### config.mk
export PLATFORM = sky130hd
export DESIGN_NAME = pin_settle_filter
export DESIGN_NICKNAME = d
export VERILOG_FILES = /design/src/rtl/pin_settle_pkg.sv /design/src/rtl/settle_tick_gen.sv /design/src/rtl/settle_lane.sv /design/src/rtl/pin_settle_filter.sv
export SDC_FILE = /design/constraint.sdc
export NUM_CORES = 1
export LEC_CHECK = 0
export BUFFER_PORTS_ARGS = -buffer_cell sky130_fd_sc_hd__buf_2
export CAP_MARGIN = 15
export CORE_MARGIN = 3
export CORE_UTILIZATION = 25
export CTS_BUF_LIST = sky130_fd_sc_hd__clkbuf_2 sky130_fd_sc_hd__clkbuf_4 sky130_fd_sc_hd__clkbuf_8
export DETAILED_ROUTE_END_ITERATION = 10
export MAX_ROUTING_LAYER = met4
export PLACE_DENSITY_LB_ADDON = 0.1
export SETUP_SLACK_MARGIN = 0.15
export SKIP_LAST_GASP = 1
export SLEW_MARGIN = 25
export SYNTH_ARGS = -nofsm -noshare
export SYNTH_HDL_FRONTEND = slang
export SYNTH_SLANG_ARGS = --single-unit
### constraint.sdc
create_clock -name clk -period 5.3 [get_ports clk]
set_input_delay 0 -clock clk [delete_from_list [all_inputs] [get_ports clk]]
set_output_delay 0 -clock clk [all_outputs]
set_load 0.1 [all_outputs]
### src/rtl/pin_settle_pkg.sv
package pin_settle_pkg;

    // Control word layout: bit positions the filter decodes.
    localparam int EN_BIT   = 8;
    localparam int RATE_LSB = 5;
    localparam int RATE_W   = 3;
    localparam int CTRL_W   = EN_BIT + 1;

    // Largest code selects 2^MAX_RATE ticks; counter must hold that value.
    localparam int MAX_RATE = (1 << RATE_W) - 1;
    localparam int CNT_W    = MAX_RATE + 1;

    typedef struct packed {
        logic              en;
        logic [RATE_W-1:0] rate;
    } settle_cfg_t;

    typedef enum logic [1:0] {
        ACT_BYPASS  = 2'd0,  // filter off: follow input
        ACT_RESTART = 2'd1,  // configuration just changed
        ACT_MATCH   = 2'd2,  // input agrees with filtered level
        ACT_PENDING = 2'd3   // input disagrees, accumulate ticks
    } settle_act_t;

    function automatic settle_cfg_t decode_ctrl(input logic [CTRL_W-1:0] word);
        settle_cfg_t c;
        c.en   = word[EN_BIT];
        c.rate = word[RATE_LSB +: RATE_W];
        return c;
    endfunction

    function automatic logic [CNT_W-1:0] window_ticks(input logic [RATE_W-1:0] r);
        return CNT_W'(1) << r;
    endfunction

endpackage

### src/rtl/settle_tick_gen.sv
module settle_tick_gen #(
    parameter int CLKS_PER_MS = 50000
) (
    input  logic clk,
    input  logic rst,
    output logic tick_o
);
    localparam int DIV_W = (CLKS_PER_MS > 1) ? $clog2(CLKS_PER_MS) : 1;
    localparam logic [DIV_W-1:0] DIV_LAST = DIV_W'(CLKS_PER_MS - 1);

    logic tick_q;

    generate
        if (CLKS_PER_MS > 1) begin : g_div
            logic [DIV_W-1:0] div_q;
            always_ff @(posedge clk) begin
                if (rst) begin
                    div_q  <= '0;
                    tick_q <= 1'b0;
                end else if (div_q == DIV_LAST) begin
                    div_q  <= '0;
                    tick_q <= 1'b1;
                end else begin
                    div_q  <= div_q + DIV_W'(1);
                    tick_q <= 1'b0;
                end
            end
        end else begin : g_every
            always_ff @(posedge clk) begin
                if (rst) tick_q <= 1'b0;
                else     tick_q <= 1'b1;
            end
        end
    endgenerate

    assign tick_o = tick_q;
endmodule

### src/rtl/settle_lane.sv
module settle_lane
    import pin_settle_pkg::*;
(
    input  logic        clk,
    input  logic        rst,
    input  logic        pin_i,
    input  settle_cfg_t cfg_i,
    input  logic        tick_i,
    output logic        level_o
);
    settle_cfg_t      cfg_q;
    logic             filt_q;
    logic [CNT_W-1:0] cnt_q;
    logic [CNT_W-1:0] cnt_inc;
    logic             expire;
    settle_act_t      act;

    always_comb begin
        if (!cfg_i.en)            act = ACT_BYPASS;
        else if (cfg_i != cfg_q)  act = ACT_RESTART;
        else if (pin_i == filt_q) act = ACT_MATCH;
        else                      act = ACT_PENDING;
    end

    assign cnt_inc = cnt_q + CNT_W'(1);
    assign expire  = tick_i && (cnt_inc == window_ticks(cfg_i.rate));

    always_ff @(posedge clk) begin
        if (rst) begin
            filt_q <= pin_i;
            cnt_q  <= '0;
            cfg_q  <= cfg_i;
        end else begin
            cfg_q <= cfg_i;
            unique case (act)
                ACT_BYPASS: begin
                    filt_q <= pin_i;
                    cnt_q  <= '0;
                end
                ACT_RESTART, ACT_MATCH: begin
                    cnt_q <= '0;
                end
                ACT_PENDING: begin
                    if (expire) begin
                        filt_q <= pin_i;
                        cnt_q  <= '0;
                    end else if (tick_i) begin
                        cnt_q <= cnt_inc;
                    end
                end
                default: cnt_q <= '0;
            endcase
        end
    end

    assign level_o = cfg_i.en ? filt_q : pin_i;
endmodule

### src/rtl/pin_settle_filter.sv
module pin_settle_filter
    import pin_settle_pkg::*;
#(
    parameter int NUM_PINS    = 4,
    parameter int CLKS_PER_MS = 50000
) (
    input  logic                       clk,
    input  logic                       rst,
    input  logic [NUM_PINS-1:0]        pin_in,
    input  logic [NUM_PINS*CTRL_W-1:0] ctrl_word,
    output logic [NUM_PINS-1:0]        pin_out,
    output logic                       ms_tick
);
    logic tick;

    settle_tick_gen #(
        .CLKS_PER_MS(CLKS_PER_MS)
    ) tick_i (
        .clk   (clk),
        .rst   (rst),
        .tick_o(tick)
    );

    assign ms_tick = tick;

    generate
        for (genvar i = 0; i < NUM_PINS; i++) begin : g_lane
            settle_cfg_t cfg;
            assign cfg = decode_ctrl(ctrl_word[i*CTRL_W +: CTRL_W]);

            settle_lane lane_i (
                .clk    (clk),
                .rst    (rst),
                .pin_i  (pin_in[i]),
                .cfg_i  (cfg),
                .tick_i (tick),
                .level_o(pin_out[i])
            );
        end
    endgenerate
endmodule

==> out/results.txt, run 1 <==
Clock latency on the worst-skew pair - 0.35 ns
Core Rows - 46
Syn Std Cell Area - 4160 µm²
Number of diodes - 0
Slew HR - 47.7%
Max_cap viols - 0
Pwr Density - 223 nW/µm²
Final Util - 29.9%
Largest net degree at the start of global routing - 24
WHS - 0.0129 ns
FF-to-FF path depth - 7
Net Count, Synth - 554
Clock share of power - 39.2%
Async S/R FF share, synth - 0%
Post-Route WL - 9.56 mm
Yosys cell types - 67
Layout cells sized above 1 - 11.5%
Final period util - 50.8%
Actual slew at the worst max-slew pin - 0.783 ns
Power Internal - 804 µW
Outcome - completed
DR pass1 iterations - 4
Worst path slowest cell - dfxtp_1
1st-iter DRT viols - 173
Clock slew at reported path FFs - 0.07 ns
Worst R2R Start - g_lane[1].lane_i.cnt_q[0]
Vias per inst - 4.72
CP Launch Point - g_lane[1].lane_i.cnt_q[0]
Initial Utilization - 25.8%
Critical path endpoint - g_lane[1].lane_i.filt_q
Crit path time final - 2.69 ns
Most frequent cells in the layout - 65 x dfxtp_1, 55 x nor2_1, 47 x nand2_1
Top delay family on crit path - simple AND/OR/NAND/NOR gates
Post-synth EDFFs - 4
Synthesized area per cell - 8.21 µm²
Critical path class - reg2reg
# hold bufs at CTS - 20
Max VDD drop - 0.0000957 V
Critical path endpoint category - flop
R2R Setup Slk - 2.61 ns
Post-CTS sizing - 0
Flops & latches, synth - 69
Initial antenna violation count - 0
PortBufs - 26
Primary FF master, synth - dfxtp_1
Logic pwr share - 10.5%
Syn. warnings - 0
P_leak - 1.63 nW
Crit path largest cell delay - 0.47 ns
Area Growth Syn to Fin - 15.9%
Area of the multi-input gates - 2560 µm²
Setup Fix Bufs, Post-CTS - 0
Core footprint - 16100 µm²
Htree depth - 3
Die Wd - 135 µm
Gp weighted congestion - 0.774
Post-synthesis cell count - 507
Total power draw - 1.08 mW
Final Max Tran Viols - 0
Crit path setup slack, layout - 2.61 ns
ANT nets after route - 0
Max Clock Skew - 0.00732 ns
Die area - 18200 µm²
CP startpoint kind - flop
Final layout net count - 584
# fillers - 1775
Setup-failing EPs final - 0
CTS max path bufs - 2
R2r endpoint - g_lane[1].lane_i.filt_q
DIE HEIGHT - 135 µm
First-pass GRT wire length - 16.5 mm
WL per Instance - 12.6 µm
Worst EP required - 5.36 ns
Most common cell after layout, fill and taps aside - dfxtp_1
Worst EP arrival - 2.75 ns
CP Buf/Inv Count - 0
HP Class - in2reg
CP Depth - 7
Net Switching - 271 µW
Seq pwr share - 50.3%
GRT Total Usage - 11.5%
I/O pins - 47
CTS tree - yes
Sequential area share after synthesis - 34.2%
Worst slack, placed - 2.58 ns
Setup TNS - 0 ns
Drt drc - 0
Max frequency - 371 MHz
Worst path cell trace - ha_1 -> or4_1 -> nor2_1 -> o2111ai_1 -> a2111o_1 -> or3_4 -> o21ai_1
CTS sink count - 69
GRT overflow - 0
Sw Share - 25.2%
Final hold vios - 0
Vias in the first global route - 3458
Worst Path Max Fanout - 8
Routed via count - 3571
RSZ-0062 raised after global routing - no
TritonCTS buffer count - 9
HPWL Detailed - 6.61 mm
Root buf cell - clkbuf_8
Register area - 1420 µm²
==> worst min-delay path by stage <==
stage	startpoint	endpoint	slack [ns]	cells after the start
floorplan	ctrl_word[5]	g_lane[0].lane_i.cfg_q[0]	0.03	0
global placement	ctrl_word[26]	g_lane[2].lane_i.cfg_q[3]	0.13	1
detailed placement	ctrl_word[35]	g_lane[3].lane_i.cfg_q[3]	0.13	1
CTS	rst	tick_i.tick_o	0.01	2
global route	rst	tick_i.tick_o	0.04	2
finish	rst	tick_i.tick_o	0.01	2
==> routing by layer <==
| metal | vias up | global-route usage [%] | wire length [µm] |
|---|---|---|---|
| met2 | 34 | 17.7 | 4320 |
| met1 | 1674 | 14.9 | 4870 |
| met5 | - | - | 0 |
| met3 | 9 | 2.05 | 203 |
| li1 | 1854 | - | - |
| met4 | 0 | 4.87 | 167 |
==> layout make-up <==
| class | count | area share (%) |
|---|---|---|
| inverters | 10 | 0.778 |
| clock inverters | 1 | 0.104 |
| well taps | 216 | 5.60 |
| flip-flops and latches | 69 | 29.5 |
| repair buffers | 47 | 7.01 |
| multi-input cells | 400 | 53.2 |
| clock buffers | 14 | 3.87 |
==> power groups by stage <==
stage / Combinational, mW / Clock, mW / Sequential, mW
6_report: 0.113 / 0.421 / 0.541
5_1_grt: 0.126 / 0.466 / 0.542
4_1_cts: 0.114 / 0.445 / 0.541
3_5_place_dp: 0.103 / 0 / 0.553
3_3_place_gp: 0.103 / 0 / 0.553
2_1_floorplan: 0.0847 / 0 / 0.552
==> synth_stat cells, drive strengths merged (4+ instances only) <==
cell / instances / share of area (%)
a21oi: 18 / 2.2
a31oi: 11 / 1.7
and2: 8 / 1.3
and3: 6 / 0.90
buf: 10 / 1.7
clkbuf: 18 / 1.7
dfxtp: 65 / 31
edfxtp: 4 / 2.9
ha: 5 / 1.5
inv: 10 / 0.90
mux2: 6 / 1.6
mux2i: 7 / 1.7
nand2: 48 / 4.4
nand2b: 5 / 0.75
nand3: 33 / 4.0
nand3b: 6 / 1.1
nand4: 13 / 2.0
nand4b: 4 / 0.84
nor2: 55 / 5.0
nor2b: 14 / 2.1
nor3: 12 / 1.6
nor3b: 5 / 0.90
nor4: 5 / 0.75
o21a: 4 / 0.72
o21ai: 14 / 1.7
or2: 6 / 0.90
or3: 7 / 1.2
or4: 5 / 0.90
xnor2: 29 / 6.1
xor2: 32 / 6.7
==> stage by stage <==
stage                     instances  area [µm²]
after floorplan                 507        4160
after global placement          722        4430
after detailed placement        722        4430
after CTS                       757        4820
after global routing            757        4820
final                           757        4820
==> cell families after synthesis <==
| logic type | after synthesis | share of synthesized area, % |
|---|---|---|
| simple gates | 241 | 30.5 |
| compound gates | 80 | 13.5 |
| flops | 69 | 34.2 |
| xor+xnor | 61 | 12.8 |
| buf+inv | 38 | 4.24 |
| mux | 13 | 3.31 |
| fa+ha+maj | 5 | 1.50 |
==> registers in the layout, indices dropped and copies added, names as in the netlist <==
name                  cells
g_lane.lane_i.cnt_q      32
g_lane.lane_i.cfg_q      16
tick_i.g_div.div_q       16
g_lane.lane_i.filt_q      4
tick_i.tick_o             1
Note: power is estimated with default switching activity, not from simulation.
==> inputs of run 2 (changes only) <==
==> constraint.sdc (replaced) <==
create_clock -name clk -period 2.8 [get_ports clk]
set_input_delay 0 -clock clk [delete_from_list [all_inputs] [get_ports clk]]
set_output_delay 0 -clock clk [all_outputs]
set_load 0.1 [all_outputs]
==> out/results.txt, run 2 (synthesis gave the netlist of run 1 again) <==
Clock slew at reported path FFs - 0.08 ns
Most frequent cells in the layout - 62 x dfxtp_1, 55 x nor2_1, 47 x nand2_1
HPWL Detailed - 6.75 mm
Final period util - 87.3%
Routed via count - 3557
WHS - 0.307 ns
Worst Path Max Fanout - 5
Core Rows - 46
Final layout net count - 589
Max Clock Skew - 0.00787 ns
Setup TNS - 0 ns
Final Max Tran Viols - 0
Total power draw - 2.26 mW
Hold path endpoint - g_lane[3].lane_i.cfg_q[3]
R2r endpoint - g_lane[1].lane_i.filt_q
Critical path endpoint category - flop
TritonCTS buffer count - 9
Initial Utilization - 25.8%
Seq pwr share - 45.2%
CTS max path bufs - 2
FF-to-FF path depth - 7
HP Start - ctrl_word[35]
Outcome - completed
HP Class - in2reg
PortBufs - 26
Sw Share - 24.3%
Actual slew at the worst max-slew pin - 0.599 ns
Die area - 18200 µm²
Max FFs per register - 32
Core footprint - 16100 µm²
First-pass GRT wire length - 16.3 mm
Crit path setup slack, layout - 0.355 ns
CP startpoint kind - flop
Crit path time final - 2.44 ns
Root buf cell - clkbuf_8
Worst R2R Start - g_lane[1].lane_i.cnt_q[1]
Setup-failing EPs final - 0
Die Wd - 135 µm
1st-iter DRT viols - 169
CTS sink count - 69
I/O pins - 47
Pwr Density - 458 nW/µm²
Clock latency on the worst-skew pair - 0.36 ns
Clock share of power - 45.1%
GRT overflow - 0
DR pass1 iterations - 4
Vias in the first global route - 3337
# fillers - 1735
Worst EP required - 2.87 ns
WL per Instance - 12.7 µm
CTS tree - yes
Net Switching - 549 µW
Largest Register - g_lane.lane_i.cnt_q
Max VDD drop - 0.000177 V
Most common cell after layout, fill and taps aside - dfxtp_1
Drt drc - 0
P_leak - 1.67 nW
GRT Total Usage - 11.4%
Critical path class - reg2reg
Logic pwr share - 9.7%
Hold path cells - 2
DIE HEIGHT - 135 µm
Power Internal - 1.71 mW
ANT nets after route - 0
Gp weighted congestion - 0.811
RSZ-0062 raised after global routing - yes
Slew HR - 60.0%
Final Util - 30.7%
Max frequency - 409 MHz
Final hold vios - 0
Worst slack, placed - 0.218 ns
R2R Setup Slk - 0.36 ns
Worst EP arrival - 2.52 ns
Layout cells sized above 1 - 13.0%
Vias per inst - 4.66
Largest registers - g_lane.lane_i.cnt_q (32), g_lane.lane_i.cfg_q (16), tick_i.g_div.div_q (16)
Largest net degree at the start of global routing - 22
Post-Route WL - 9.70 mm
Htree depth - 3
Max_cap viols - 0
Initial antenna violation count - 0
Area Growth Syn to Fin - 18.7%
[run 2: changes by cell type in the layout (fill, tap and decap cells not counted), sizes merged]
cell,previous run,this run
buf,27,31
clkbuf,14,10
bufinv,0,3
clkinvlp,0,2
diode,0,1
dlygate4sd3,20,21
[run 2: layout make-up]
type                            instances  area [µm²]  area share (%)
Inverter                               10        37.5           0.760
Multi-Input combinational cell        400        2580            52.2
Timing Repair Buffer                   52         378            7.65
Antenna cell                            1        2.50          0.0507
Clock inverter                          6         110            2.23
Tap cell                              216         270            5.47
Clock buffer                           10         138            2.79
Sequential cell                        69        1430            28.9
[run 2: timing repair]
item	CTS	global route
hold endpoints to repair	21	0
hold buffers	21	0
gates resized for setup	0	6
endpoints found under the setup margin	0	20
setup buffers	0	0
[run 2: how the worst max path moves through the flow]
stage / to / start
6_report: g_lane[1].lane_i.filt_q / g_lane[1].lane_i.cnt_q[1]
5_1_grt: g_lane[3].lane_i.cnt_q[7] / g_lane[3].lane_i.cnt_q[1]
4_1_cts: g_lane[1].lane_i.filt_q / g_lane[1].lane_i.cnt_q[1]
3_5_place_dp: g_lane[1].lane_i.filt_q / g_lane[1].lane_i.cnt_q[1]
3_3_place_gp: g_lane[1].lane_i.filt_q / g_lane[1].lane_i.cnt_q[1]
2_1_floorplan: g_lane[1].lane_i.filt_q / g_lane[1].lane_i.cnt_q[0]
[run 2: routing by layer]
metal	vias to the layer above	track usage (%)	share of wire [%]
li1	1865	-	-
met1	1642	15.1	52
met2	41	17.0	45
met3	9	2.12	2.1
met4	0	4.87	1.4
met5	-	-	0
[run 2: power groups by stage]
stage               Sequential, mW  Clock [mW]  Combinational (mW)
floorplan                     1.04           0               0.160
global placement              1.05           0               0.195
detailed placement            1.05           0               0.196
CTS                           1.02        1.07               0.220
global route                  1.03        1.10               0.241
finish                        1.02        1.02               0.219
[run 2: stage by stage]
step	std cells	area [µm²]
after global routing	763	4940
after floorplan	507	4160
final	764	4940
after global placement	726	4460
after detailed placement	726	4460
after CTS	763	4920
[run 2: worst max-delay path, cell delays in order, from the launching register on]
cell	delay (ns)
dfxtp_2	0.35
ha_1	0.31
or4_1	0.40
nor2_1	0.10
o2111ai_1	0.13
a2111o_1	0.35
or3_4	0.37
o21ai_2	0.15
==> inputs of run 3 (changes only) <==
==> constraint.sdc (replaced) <==
create_clock -name clk -period 2.8 [get_ports clk]
set_input_delay 0.42 -clock clk [delete_from_list [all_inputs] [get_ports clk]]
set_output_delay 0.42 -clock clk [all_outputs]
set_load 0.1 [all_outputs]
==> out/results.txt, run 3 (synthesis gave the netlist of run 1 again) <==
Wl on met1 - 4.83 mm
DR pass1 iterations - 4
Largest registers - g_lane.lane_i.cnt_q (32), g_lane.lane_i.cfg_q (16), tick_i.g_div.div_q (16)
Initial antenna violation count - 0
Met2 wire length - 4.46 mm
# hold bufs at CTS - 0
P_leak - 1.60 nW
CTS max path bufs - 2
Drt drc - 0
Non-Filler Instances - 748
Most frequent cells in the layout - 63 x dfxtp_1, 55 x nor2_1, 47 x nand2_1
Max FFs per register - 32
Setup TNS - 0 ns
Hold path cells - 1
WL per Instance - 13.1 µm
Most common cell after layout, fill and taps aside - dfxtp_1
CTS sink count - 69
Vias per inst - 4.78
Largest Register - g_lane.lane_i.cnt_q
Actual slew at the worst max-slew pin - 0.609 ns
Max Clock Skew - 0.00920 ns
Worst EP arrival - 2.54 ns
Max_cap viols - 0
CTS tree - yes
Critical path endpoint category - flop
Slew HR - 59.4%
Post-CTS sizing - 0
Crit path largest cell delay - 0.41 ns
Gp weighted congestion - 0.786
Clock slew at reported path FFs - 0.07 ns
HP Start - ctrl_word[26]
CP startpoint kind - flop
PortBufs - 26
Worst path slowest cell - or4_1
Setup-failing EPs final - 0
GRT overflow - 0
Routed via count - 3573
Area Growth Syn to Fin - 13.1%
Highest metal used - met4
First-pass GRT wire length - 16.2 mm
Layout cells sized above 1 - 14.3%
Critical path class - reg2reg
Die Wd - 135 µm
Initial Utilization - 25.8%
RSZ-0062 raised after global routing - no
HP Class - in2reg
Largest net degree at the start of global routing - 23
Vias in the first global route - 3275
DIE HEIGHT - 135 µm
Htree depth - 3
Max VDD drop - 0.000231 V
Core footprint - 16100 µm²
Met3 wire length - 322 µm
Final layout net count - 575
Dpl cells - 733
Worst R2R Start - g_lane[1].lane_i.cnt_q[1]
1st-iter DRT viols - 229
Hold path endpoint - g_lane[2].lane_i.cfg_q[3]
Worst EP required - 2.88 ns
HPWL Detailed - 6.96 mm
Outcome - completed
Root buf cell - clkbuf_8
I/O pins - 47
TritonCTS buffer count - 9
ANT nets after route - 0
Final hold vios - 0
Clock latency on the worst-skew pair - 0.37 ns
Max frequency - 405 MHz
Setup Fix Bufs, Post-CTS - 0
R2r endpoint - g_lane[1].lane_i.filt_q
R2R Setup Slk - 0.33 ns
Core Rows - 46
Pwr Density - 420 nW/µm²
Post-Route WL - 9.78 mm
Worst Path Max Fanout - 5
Final Max Tran Viols - 0
Final period util - 88.1%
Die area - 18200 µm²
GRT Total Usage - 11.4%
FF-to-FF path depth - 7
Worst path cell trace - ha_1 -> or4_1 -> nor2_1 -> o2111ai_1 -> a2111o_1 -> or3_4 -> o21ai_2
Number of diodes - 0
Crit path time final - 2.47 ns
Final Util - 29.2%
[run 3: changes by cell type in the layout (fill, tap and decap cells not counted)]
| cell | delta |
|---|---|
| clkbuf_8 | +1 |
| clkinvlp_4 | -2 |
| diode_2 | -1 |
| dfxtp_2 | -1 |
| bufinv_16 | -3 |
| dlygate4sd3_1 | -21 |
| o21ai_1 | -1 |
| dfxtp_1 | +1 |
| clkbuf_4 | +2 |
| o21ai_0 | +1 |
| clkinv_2 | +1 |
| buf_4 | +7 |
[run 3: per-layer routing]
metal,GRT usage (%),up-vias
met5,-,-
met4,4.65,0
met3,2.91,13
met2,17.1,54
met1,14.8,1672
li1,-,1834
[run 3: cell type report]
type | instances | area, µm²
timing repair buffer | 38 | 220
inverter | 10 | 37.5
tap | 216 | 270
fill | 1750 | 11400
multi-input combinational | 400 | 2580
clock inverter | 2 | 10.0
sequential | 69 | 1420
clock buffer | 13 | 166
[run 3: how the worst max path moves through the flow]
stage / cells past startpoint / end / start / slack (ns)
2_1_floorplan: 7 / g_lane[1].lane_i.filt_q / g_lane[1].lane_i.cnt_q[0] / 0.31
3_3_place_gp: 7 / g_lane[1].lane_i.filt_q / g_lane[1].lane_i.cnt_q[1] / 0.22
3_5_place_dp: 7 / g_lane[1].lane_i.filt_q / g_lane[1].lane_i.cnt_q[1] / 0.17
4_1_cts: 7 / g_lane[1].lane_i.filt_q / g_lane[1].lane_i.cnt_q[1] / 0.15
5_1_grt: 7 / g_lane[1].lane_i.filt_q / g_lane[1].lane_i.cnt_q[1] / 0.17
6_report: 7 / g_lane[1].lane_i.filt_q / g_lane[1].lane_i.cnt_q[1] / 0.33
[run 3: critical path, delay by kind of cell, from the launching register on]
| kind | cells | cell delay, ns |
|---|---|---|
| AOI/OAI and AO/OA | 3 | 0.61 |
| adders and majority gates | 1 | 0.32 |
| DFF | 1 | 0.35 |
| and+or+nand+nor | 3 | 0.89 |
[run 3: power by group]
part | internal, mW | switching [mW] | total (mW)
sequential | 1.01 | 0.0117 | 1.02
clock | 0.382 | 0.375 | 0.757
combinational | 0.0713 | 0.126 | 0.198
total | 1.47 | 0.513 | 1.98
[run 3: metrics by stage]
stage	worst slack (ns)	total power, mW	cell area [µm²]	hold WS [ns]
global placement	0.224	1.24	4510	0.455
finish	0.333	1.98	4710	0.187
CTS	0.153	2.03	4690	0.156
global route	0.172	2.08	4710	0.167
floorplan	0.312	1.20	4160	0.430
detailed placement	0.166	1.24	4510	0.459
